$ cat config.mk
export PLATFORM = sky130hd
export DESIGN_NAME = manchester_enc
export DESIGN_NICKNAME = d
export VERILOG_FILES = /design/src/rtl/mce_pkg.sv /design/src/rtl/mce_phase_fsm.sv /design/src/rtl/mce_out_stage.sv /design/src/rtl/manchester_enc.sv
export SDC_FILE = /design/constraint.sdc
export NUM_CORES = 1
export LEC_CHECK = 0
export BUFFER_PORTS_ARGS = -buffer_cell sky130_fd_sc_hd__buf_2
export CAP_MARGIN = 15
export CORE_AREA = 10 10 47 49
export DETAILED_ROUTE_END_ITERATION = 16
export DIE_AREA = 0 0 57 59
export GPL_TIMING_DRIVEN = 0
export PLACE_DENSITY = 0.3
export SKIP_LAST_GASP = 1
export SYNTH_ARGS = -nofsm -noshare
export SYNTH_HDL_FRONTEND = slang
export SYNTH_HIERARCHICAL = 1
export SYNTH_SLANG_ARGS = --single-unit
export TNS_END_PERCENT = 10
$ cat constraint.sdc
create_clock -name clk -period 1.4 [get_ports clk]
set_input_delay 0.28 -clock clk [delete_from_list [all_inputs] [get_ports clk]]
set_output_delay 0.28 -clock clk [all_outputs]
set_load 0.01 [all_outputs]
$ cat src/rtl/mce_pkg.sv
// Shared types for the Manchester encoder.
// Assumes: two encoder clocks per raw bit cell.
package mce_pkg;
    // Phase of the current raw cell as seen by the encoder state machine.
    typedef enum logic {
        PH_IDLE   = 1'b0,   // waiting for a strobe (first half next)
        PH_SECOND = 1'b1    // second-half cycle of an accepted cell
    } phase_t;
endpackage

$ cat src/rtl/mce_phase_fsm.sv
// Phase state machine: accepts a cell strobe only in the idle phase,
// latches the sampled raw bit and walks into the second half.
// Assumes raw_bit and cell_start are synchronous to clk.
module mce_phase_fsm
    import mce_pkg::*;
(
    input  logic   clk,
    input  logic   rst_n,
    input  logic   cell_start,
    input  logic   raw_bit,
    output phase_t phase,
    output logic   bit_q,
    output logic   accept
);
    phase_t phase_q;
    phase_t phase_d;

    // Accept a strobe only when not inside a second half.
    always_comb begin
        accept = cell_start && (phase_q == PH_IDLE);
    end

    // Next-phase selection.
    always_comb begin
        phase_d = phase_q;
        unique case (phase_q)
            PH_IDLE:   if (accept) phase_d = PH_SECOND;
            PH_SECOND: phase_d = PH_IDLE;
            default:   phase_d = PH_IDLE;
        endcase
    end

    // Phase register with synchronous active-low reset.
    always_ff @(posedge clk) begin
        if (!rst_n) phase_q <= PH_IDLE;
        else        phase_q <= phase_d;
    end

    // Latch the raw bit on an accepted strobe.
    always_ff @(posedge clk) begin
        if (!rst_n)      bit_q <= 1'b0;
        else if (accept) bit_q <= raw_bit;
    end

    assign phase = phase_q;
endmodule

$ cat src/rtl/mce_out_stage.sv
// Output stage: Mealy next-level function registered into one flop.
// The first half is pre-set from the live bit (inverted), the second
// half replays the latched bit, otherwise the line holds.
module mce_out_stage
    import mce_pkg::*;
(
    input  logic   clk,
    input  logic   rst_n,
    input  logic   accept,
    input  logic   raw_bit,
    input  phase_t phase,
    input  logic   bit_q,
    output logic   line_q
);
    logic line_d;

    // Mealy next level from state and live input.
    always_comb begin
        line_d = line_q;
        if (phase == PH_SECOND) line_d = bit_q;
        else if (accept)        line_d = ~raw_bit;
    end

    // Line register, low after reset.
    always_ff @(posedge clk) begin
        if (!rst_n) line_q <= 1'b0;
        else        line_q <= line_d;
    end
endmodule

$ cat src/rtl/manchester_enc.sv
// Top of the Manchester line encoder. One clock of latency from the
// strobe cycle to the first-half level; clock is twice the bit rate.
module manchester_enc
    import mce_pkg::*;
(
    input  logic clk,
    input  logic rst_n,
    input  logic cell_start,
    input  logic raw_bit,
    output logic enc_out
);
    phase_t phase;
    logic   bit_q;
    logic   accept;

    mce_phase_fsm u_fsm (
        .clk        (clk),
        .rst_n      (rst_n),
        .cell_start (cell_start),
        .raw_bit    (raw_bit),
        .phase      (phase),
        .bit_q      (bit_q),
        .accept     (accept)
    );

    mce_out_stage u_out (
        .clk     (clk),
        .rst_n   (rst_n),
        .accept  (accept),
        .raw_bit (raw_bit),
        .phase   (phase),
        .bit_q   (bit_q),
        .line_q  (enc_out)
    );
endmodule

After elaboration in Yosys (flattened, before gate mapping)
Cells that the tools add are included.
Widths: inputs -> output; s select.
{ "word_totals": {"ff_bits": 3, "inputBits": 4, "output_inout_bits": 1, "word_cells": 11} }
{ "classes": {"n_mux": 4, "bitwise": 2, "n_reduce_logical": 2} }
{ "ops": {"columns": ["cell", "n"], "rows": [
  ["$mux 1", 3],
  ["$not 1->1", 2],
  ["$pmux 1 s2", 1],
  ["$reduce_bool 2->1", 1],
  ["$logic_and 1x1->1", 1]
]} }

Depth between registers and ports, before layout
Gate-level depths: netlist of run 1.
{ "logic_depth": {"depth_word": 4, "ltp_mapped": 3, "ltp_nobuf": 3} }

Modules after synthesis
Netlist of run 1, hierarchy kept.
{ "by_module_without_submodules": {"columns": ["mod", "n_inst", "cells_per_inst", "area_each_um2", "seq_area_each_um2"], "rows": [
  ["mce_phase_fsm", 1, 7, 78.8, 40.0],
  ["mce_out_stage", 1, 6, 55.1, 20.0]
]} }

Worst setup path before layout of run 1
Ideal clock, no wire load.
{ "synth_path": {"path_kind": "register -> register", "from": "reg u_fsm.phase_q, in the netlist u_fsm/phase", "to": "reg u_out.line_q", "setup_ps": 96, "arrival_ps": 751, "required_time_ps": 1304, "path_slack_ps": 554, "stages_incl_launch_ff": 4, "path_buffers": 0, "period_less_slack_ps": 846, "path_cell_list": "dfxtp_1 nor2b_4 nor2_1 o41ai_2"} }
{ "synth_via": {"elab_chain_cells": 3, "word_cells_on_any_way": 4, "cone_classes": "mux (1); bitwise (1); reduce/logical (2)"} }
{ "synth_lines": {"columns": ["item", "line_no", "source"], "rows": [
  ["from (decl)", "mce_phase_fsm.sv:15", "phase_t phase_q;"],
  ["from (signal assigned)", "mce_phase_fsm.sv:36", "else phase_q <= phase_d;"],
  ["$not 1->1", "mce_phase_fsm.sv:20", "accept = cell_start && (phase_q == PH_IDLE);"],
  ["$logic_and 1x1->1", "mce_phase_fsm.sv:20", null],
  ["net accept", "manchester_enc.sv:14", "logic accept;"],
  ["$reduce_bool 2->1 (no source line)", null, null],
  ["to (signal assigned)", "mce_out_stage.sv:27", "else line_q <= line_d;"],
  ["to (decl)", "mce_out_stage.sv:13", "output logic line_q"]
]} }
The timed path passes the listed nets, and every way through them passes these cells.
A chain may end at the register's enable or synchronous reset.

Worst setup path in the final report of run 1
{ "layout_path": {"from": "reg u_out.line_q", "to": "out enc_out"} }
{ "layout_lines": {"columns": ["item", "line_no", "source"], "rows": [
  ["to (decl)", "manchester_enc.sv:10", "output logic enc_out"]
]} }
No word-level cell between the ends.

==> results of run 1 <==
[cells by family (layout without fill, tap and decap cells)]
kind of cell,Yosys count,count (layout)
DFF,3,3
buffers and inverters,1,9
AOI/OAI and AO/OA,1,1
and+or+nand+nor,7,7
muxes,1,1
[metrics by stage]
step	setup slack, ns	hold WS, ns	total power, mW	std cells
2_1_floorplan	0.554	0.416	0.113	13
3_3_place_gp	0.473	0.451	0.123	33
3_5_place_dp	0.456	0.457	0.123	33
4_1_cts	0.416	0.295	0.282	37
5_1_grt	0.400	0.308	0.296	37
6_report	0.434	0.303	0.273	37
[power breakdown]
part,switching (mW),internal (mW)
logic,0.0112,0.0139
clock network,0.0450,0.107
registers,0.00438,0.0920
total,0.0606,0.213
[cell type report]
class	count	share of cell area [%]
inverters	1	1.88
flip-flops and latches	3	30.0
well taps	16	10.0
clock buffers	4	13.1
repair buffers	4	10.0
multi-input cells	9	35.0
[metal layers]
| layer | routed length, um | global-route usage (%) | share of wire (%) | vias up |
|---|---|---|---|---|
| li1 | - | - | - | 60 |
| met1 | 146 | 2.01 | 51 | 41 |
| met2 | 56 | 0.930 | 20 | 7 |
| met3 | 76 | 4.94 | 27 | 2 |
| met4 | 6 | 2.01 | 2.1 | 0 |
| met5 | 0 | 0 | 0 | - |
[registers in the layout, indices dropped and copies added, names as in the netlist]
signal,flops
u_fsm/bit_q,1
u_fsm/phase,1
u_out/line_q,1
[synth_stat cells]
master / count / area [um^2]
nor2b_4: 1 / 13.8
mux2i_1: 1 / 10.0
inv_1: 1 / 3.75
nand2_1: 2 / 7.51
and2_2: 1 / 7.51
dfxtp_1: 3 / 60.1
nor2_1: 1 / 3.75
o41ai_2: 1 / 16.3
nand3_1: 1 / 5.00
and2_1: 1 / 6.26
[worst reg2reg max path, stage by stage (launching register included)]
cell and delay [ns]:
dfxtp_1 0.34, nor2b_4 0.15, nor2_1 0.06, o41ai_2 0.26
[path summary, 6_finish.rpt]
check / from / slack (ns) / cells after the start / endpoint
setup / recovery: u_out/line_q$_SDFFE_PN0P_ / 0.43 / 1 / enc_out
hold / removal: raw_bit / 0.30 / 3 / u_fsm/bit_q$_SDFFE_PN0P_
setup reg to reg: u_fsm/phase$_SDFF_PP0_ / 0.50 / 3 / u_out/line_q$_SDFFE_PN0P_
hold reg to reg: u_fsm/bit_q$_SDFFE_PN0P_ / 0.47 / 2 / u_fsm/bit_q$_SDFFE_PN0P_
==> flow_summary.json, run 1 <==
{
  "outcome": "finished, final reports clean",
  "required_ns": 1.12,
  "drv_cap": 0,
  "die_y_um": 59,
  "critPathArrivalTime_ns": 0.69,
  "clock_path_buffers": 2,
  "die_area_mm2": 0.00336,
  "regArea_um2": 60.1,
  "ys_seq_elements": 3,
  "io_pins": 5,
  "synth-xor-area-share_pct": 0,
  "finalInstanceArea_um2": 200,
  "cts_resized": 0,
  "grt_pass1_wl_um": 455,
  "muxShareOfSynthArea_pct": 7.48,
  "dr.pass1.iters": 2,
  "antenna_found_initial": 0,
  "htree_levels": 1,
  "clock-skew-final_ns": 0.00190,
  "syn_avg_cell_area_um2": 10.3,
  "worst-setup-path-type": "flop to output pin",
  "routed-via-count": 110,
  "maxSlewViolCount": 0,
  "hp-class": "input pin to flop",
  "core-area_mm2": 0.00140,
  "slowest_delay_ns": 0.32,
  "drive_gt1_share_pct": 47.6,
  "irDropWorstVdd_v": 0.000418,
  "worstMarginPinSlew_ns": 0.217,
  "crit_buf_inv": 1,
  "num_rows": 14,
  "hold_viol_final": 0,
  "leakagePower_nw": 0.0945,
  "fmax_mhz": 1040,
  "fin_crit_sh_pct": 69.0,
  "synth_top_family_by_area": "simple AND/OR/NAND/NOR gates",
  "insertion_delay_ns": 0.23,
  "postCtsSetupBuffers": 0,
  "port_buffers": 4,
  "most-common-layout-cells": "buf_2 (4), clkbuf_4 (3), dfxtp_1 (3), nand2_1 (2)",
  "final_nets": 26,
  "synthAdderAreaFrac_pct": 0,
  "overflow": 0,
  "synth_compound_area_share_pct": 12.1,
  "drc_errors": 0,
  "max-slew-margin-rel_pct": 85.4,
  "cts_buffers": 3,
  "detail_route.wl_per_cell_um": 7.70,
  "fin_tns_setup_ns": 0,
  "grt_use_total_pct": 2.24,
  "routed_wl_um": 285,
  "setup_viol_count_final": 0,
  "viasPerCell": 2.97,
  "cts_tree": "yes",
  "crit_family": "flip-flops",
  "ys_warn_count": 6,
  "grt_max_degree": 6,
  "fill_cells": 165,
  "syn_area_um2": 134,
  "synth-seq-area-share_pct": 44.9,
  "rsz0062_at_grt": "false",
  "die_w_um": 57,
  "fin_util_pct": 14.3,
  "drt_iter0_drc": 3,
  "cts.sinks": 3,
  "start_util_pct": 9.55,
  "syn_inst": 13,
  "syn_to_final_growth_pct": 49.5,
  "hpwl_um": 219,
  "crit_chain": "buf_2",
  "ctsHoldBuffers": 0,
  "yosysUniqueCellTypes": 10,
  "final_common_cell": "buf_2",
  "cts.clk_slew.worst_paths_ns": 0.04,
  "synthSimpleGateAreaFrac_pct": 32.7,
  "globalplace.congestion": 0.585,
  "critPathMaxFanout": 2,
  "crit_path_end_kind": "output pin",
  "worst_setup_path_start_kind": "flop",
  "ant_nets": 0,
  "period_minus_slack_ns": 0.966,
  "synth_nets": 17,
  "placed_cell_area_um2": 174,
  "multi_input_area_um2": 70.1,
  "antennaDiodeCount": 0,
  "grt_pass1_vias": 112,
  "cts-root-buf": "clkbuf_4",
  "p_per_area_mw_per_mm2": 1370,
  "slowest_stage": "dfxtp_1"
}
Power figures use the tool's default switching activity.
==> inputs of run 2 (changes only) <==
==> constraint.sdc (replaced) <==
create_clock -name clk -period 0.81 [get_ports clk]
set_input_delay 0.162 -clock clk [delete_from_list [all_inputs] [get_ports clk]]
set_output_delay 0.162 -clock clk [all_outputs]
set_load 0.01 [all_outputs]
==> flow_summary.json, run 2 (synthesis gave the netlist of run 1 again) <==
{
  "cts.sinks": 3,
  "drive_gt1_share_pct": 65.2,
  "outcome": "finished with violations",
  "irDropWorstVdd_v": 0.00113,
  "ff2ff_path_depth": 2,
  "dr.pass1.iters": 1,
  "clock_path_buffers": 2,
  "die_y_um": 59,
  "cts_tree": "yes",
  "clock-skew-final_ns": 0.00527,
  "viasPerCell": 3.13,
  "hp-class": "input pin to flop",
  "io_pins": 5,
  "max-slew-margin-rel_pct": 86.0,
  "fin_crit_sh_pct": 108,
  "drv_cap": 0,
  "port_buffers": 4,
  "worst_setup_path_start_kind": "flop",
  "htree_levels": 1,
  "num_rows": 14,
  "routed-via-count": 122,
  "worst-setup-path-type": "flop to flop",
  "hold_viol_final": 0,
  "grt_pass1_wl_um": 545,
  "setup_viol_count_final": 3,
  "die_w_um": 57,
  "start_util_pct": 9.55,
  "overflow": 0,
  "period_minus_slack_ns": 0.873,
  "wl_met1_um": 156,
  "insertion_delay_ns": 0.23,
  "grt_pass1_vias": 123,
  "worstMarginPinSlew_ns": 0.208,
  "cts.clk_slew.worst_paths_ns": 0.04,
  "fmax_mhz": 1150,
  "ant_nets": 0,
  "drc_errors": 0,
  "routed_wl_um": 293,
  "critPathMaxFanout": 2,
  "rsz0062_at_grt": "true",
  "dp_slack_ns": -0.0701,
  "antenna_found_initial": 0,
  "dr_wl_met2_um": 77,
  "final_nets": 28,
  "fin_util_pct": 16.0,
  "final_common_cell": "buf_2",
  "leakagePower_nw": 0.107,
  "core-area_mm2": 0.00140,
  "drt_iter0_drc": 0,
  "required_ns": 0.95,
  "dr_wl_met3_um": 59,
  "layout_setup_ws_ns": -0.0629,
  "cts_buffers": 3,
  "grt_max_degree": 6,
  "globalplace.congestion": 0.532,
  "cts-root-buf": "clkbuf_4",
  "p_total_uw": 487,
  "p_per_area_mw_per_mm2": 2180,
  "detail_route.wl_per_cell_um": 7.51,
  "syn_to_final_growth_pct": 67.3,
  "antennaDiodeCount": 0,
  "critPathArrivalTime_ns": 1.01,
  "grt_use_total_pct": 2.33,
  "maxSlewViolCount": 0,
  "whs_path_depth": 3,
  "crit_path_end_kind": "flop",
  "maxUsedRoutingLayer": "met3",
  "die_area_mm2": 0.00336,
  "violations": "setup timing",
  "ctsHoldBuffers": 0,
  "most-common-layout-cells": "buf_2 (4), clkbuf_4 (3), nand2_1 (2), dfxtp_1 (2), buf_4 (2)"
}
==> run 2: cell types whose count changed in the layout (fill, tap and decap cells not counted), sizes merged <==
cell | previous run | this run
buf | 4 | 6
==> run 2: final cells by class <==
class / instances / area [um^2]
repair buffers: 6 / 35.0
fillers: 169 / 1180
flip-flops and latches: 3 / 63.8
well taps: 16 / 20.0
inverters: 1 / 3.75
multi-input cells: 9 / 75.1
clock buffers: 4 / 26.3
==> run 2: report_power, final <==
group          internal [mW]  switching, mW
clock                  0.185         0.0801
combinational         0.0343         0.0235
sequential             0.158        0.00688
==> run 2: per-stage QoR <==
step                      hold WS [ns]  cell area [um^2]  TNS [ns]  cells
after floorplan                  0.298               135   -0.0211     13
after global placement           0.425               175   -0.0667     33
after detailed placement         0.438               175   -0.0701     33
after CTS                        0.191               216    -0.138     38
after global routing             0.196               224    -0.302     39
final                            0.196               224    -0.143     39
==> run 2: what timing repair did <==
action | CTS | global route
endpoints found under the setup margin | 2 | 2
pin swaps | 1 | 1
buffers inserted | 1 | 1
resized for setup | 3 | 0
==> run 2: layer usage <==
metal,vias to the layer above,GRT usage (%)
li1,63,-
met1,52,2.49
met2,7,1.86
met3,0,4.51
met4,0,0
met5,-,0
==> run 2: final timing paths <==
kind | slack [ns] | start | end
setup reg to reg | -0.06 | u_fsm/phase$_SDFF_PP0_ | u_out/line_q$_SDFFE_PN0P_
hold / removal | 0.20 | raw_bit | u_fsm/bit_q$_SDFFE_PN0P_
setup / recovery | -0.06 | u_fsm/phase$_SDFF_PP0_ | u_out/line_q$_SDFFE_PN0P_
hold reg to reg | 0.47 | u_fsm/bit_q$_SDFFE_PN0P_ | u_fsm/bit_q$_SDFFE_PN0P_
==> run 2: critical path, cell delays in order (launching register included) <==
cell and delay [ns]:
dfxtp_4 0.34, buf_4 0.13, o41ai_2 0.30
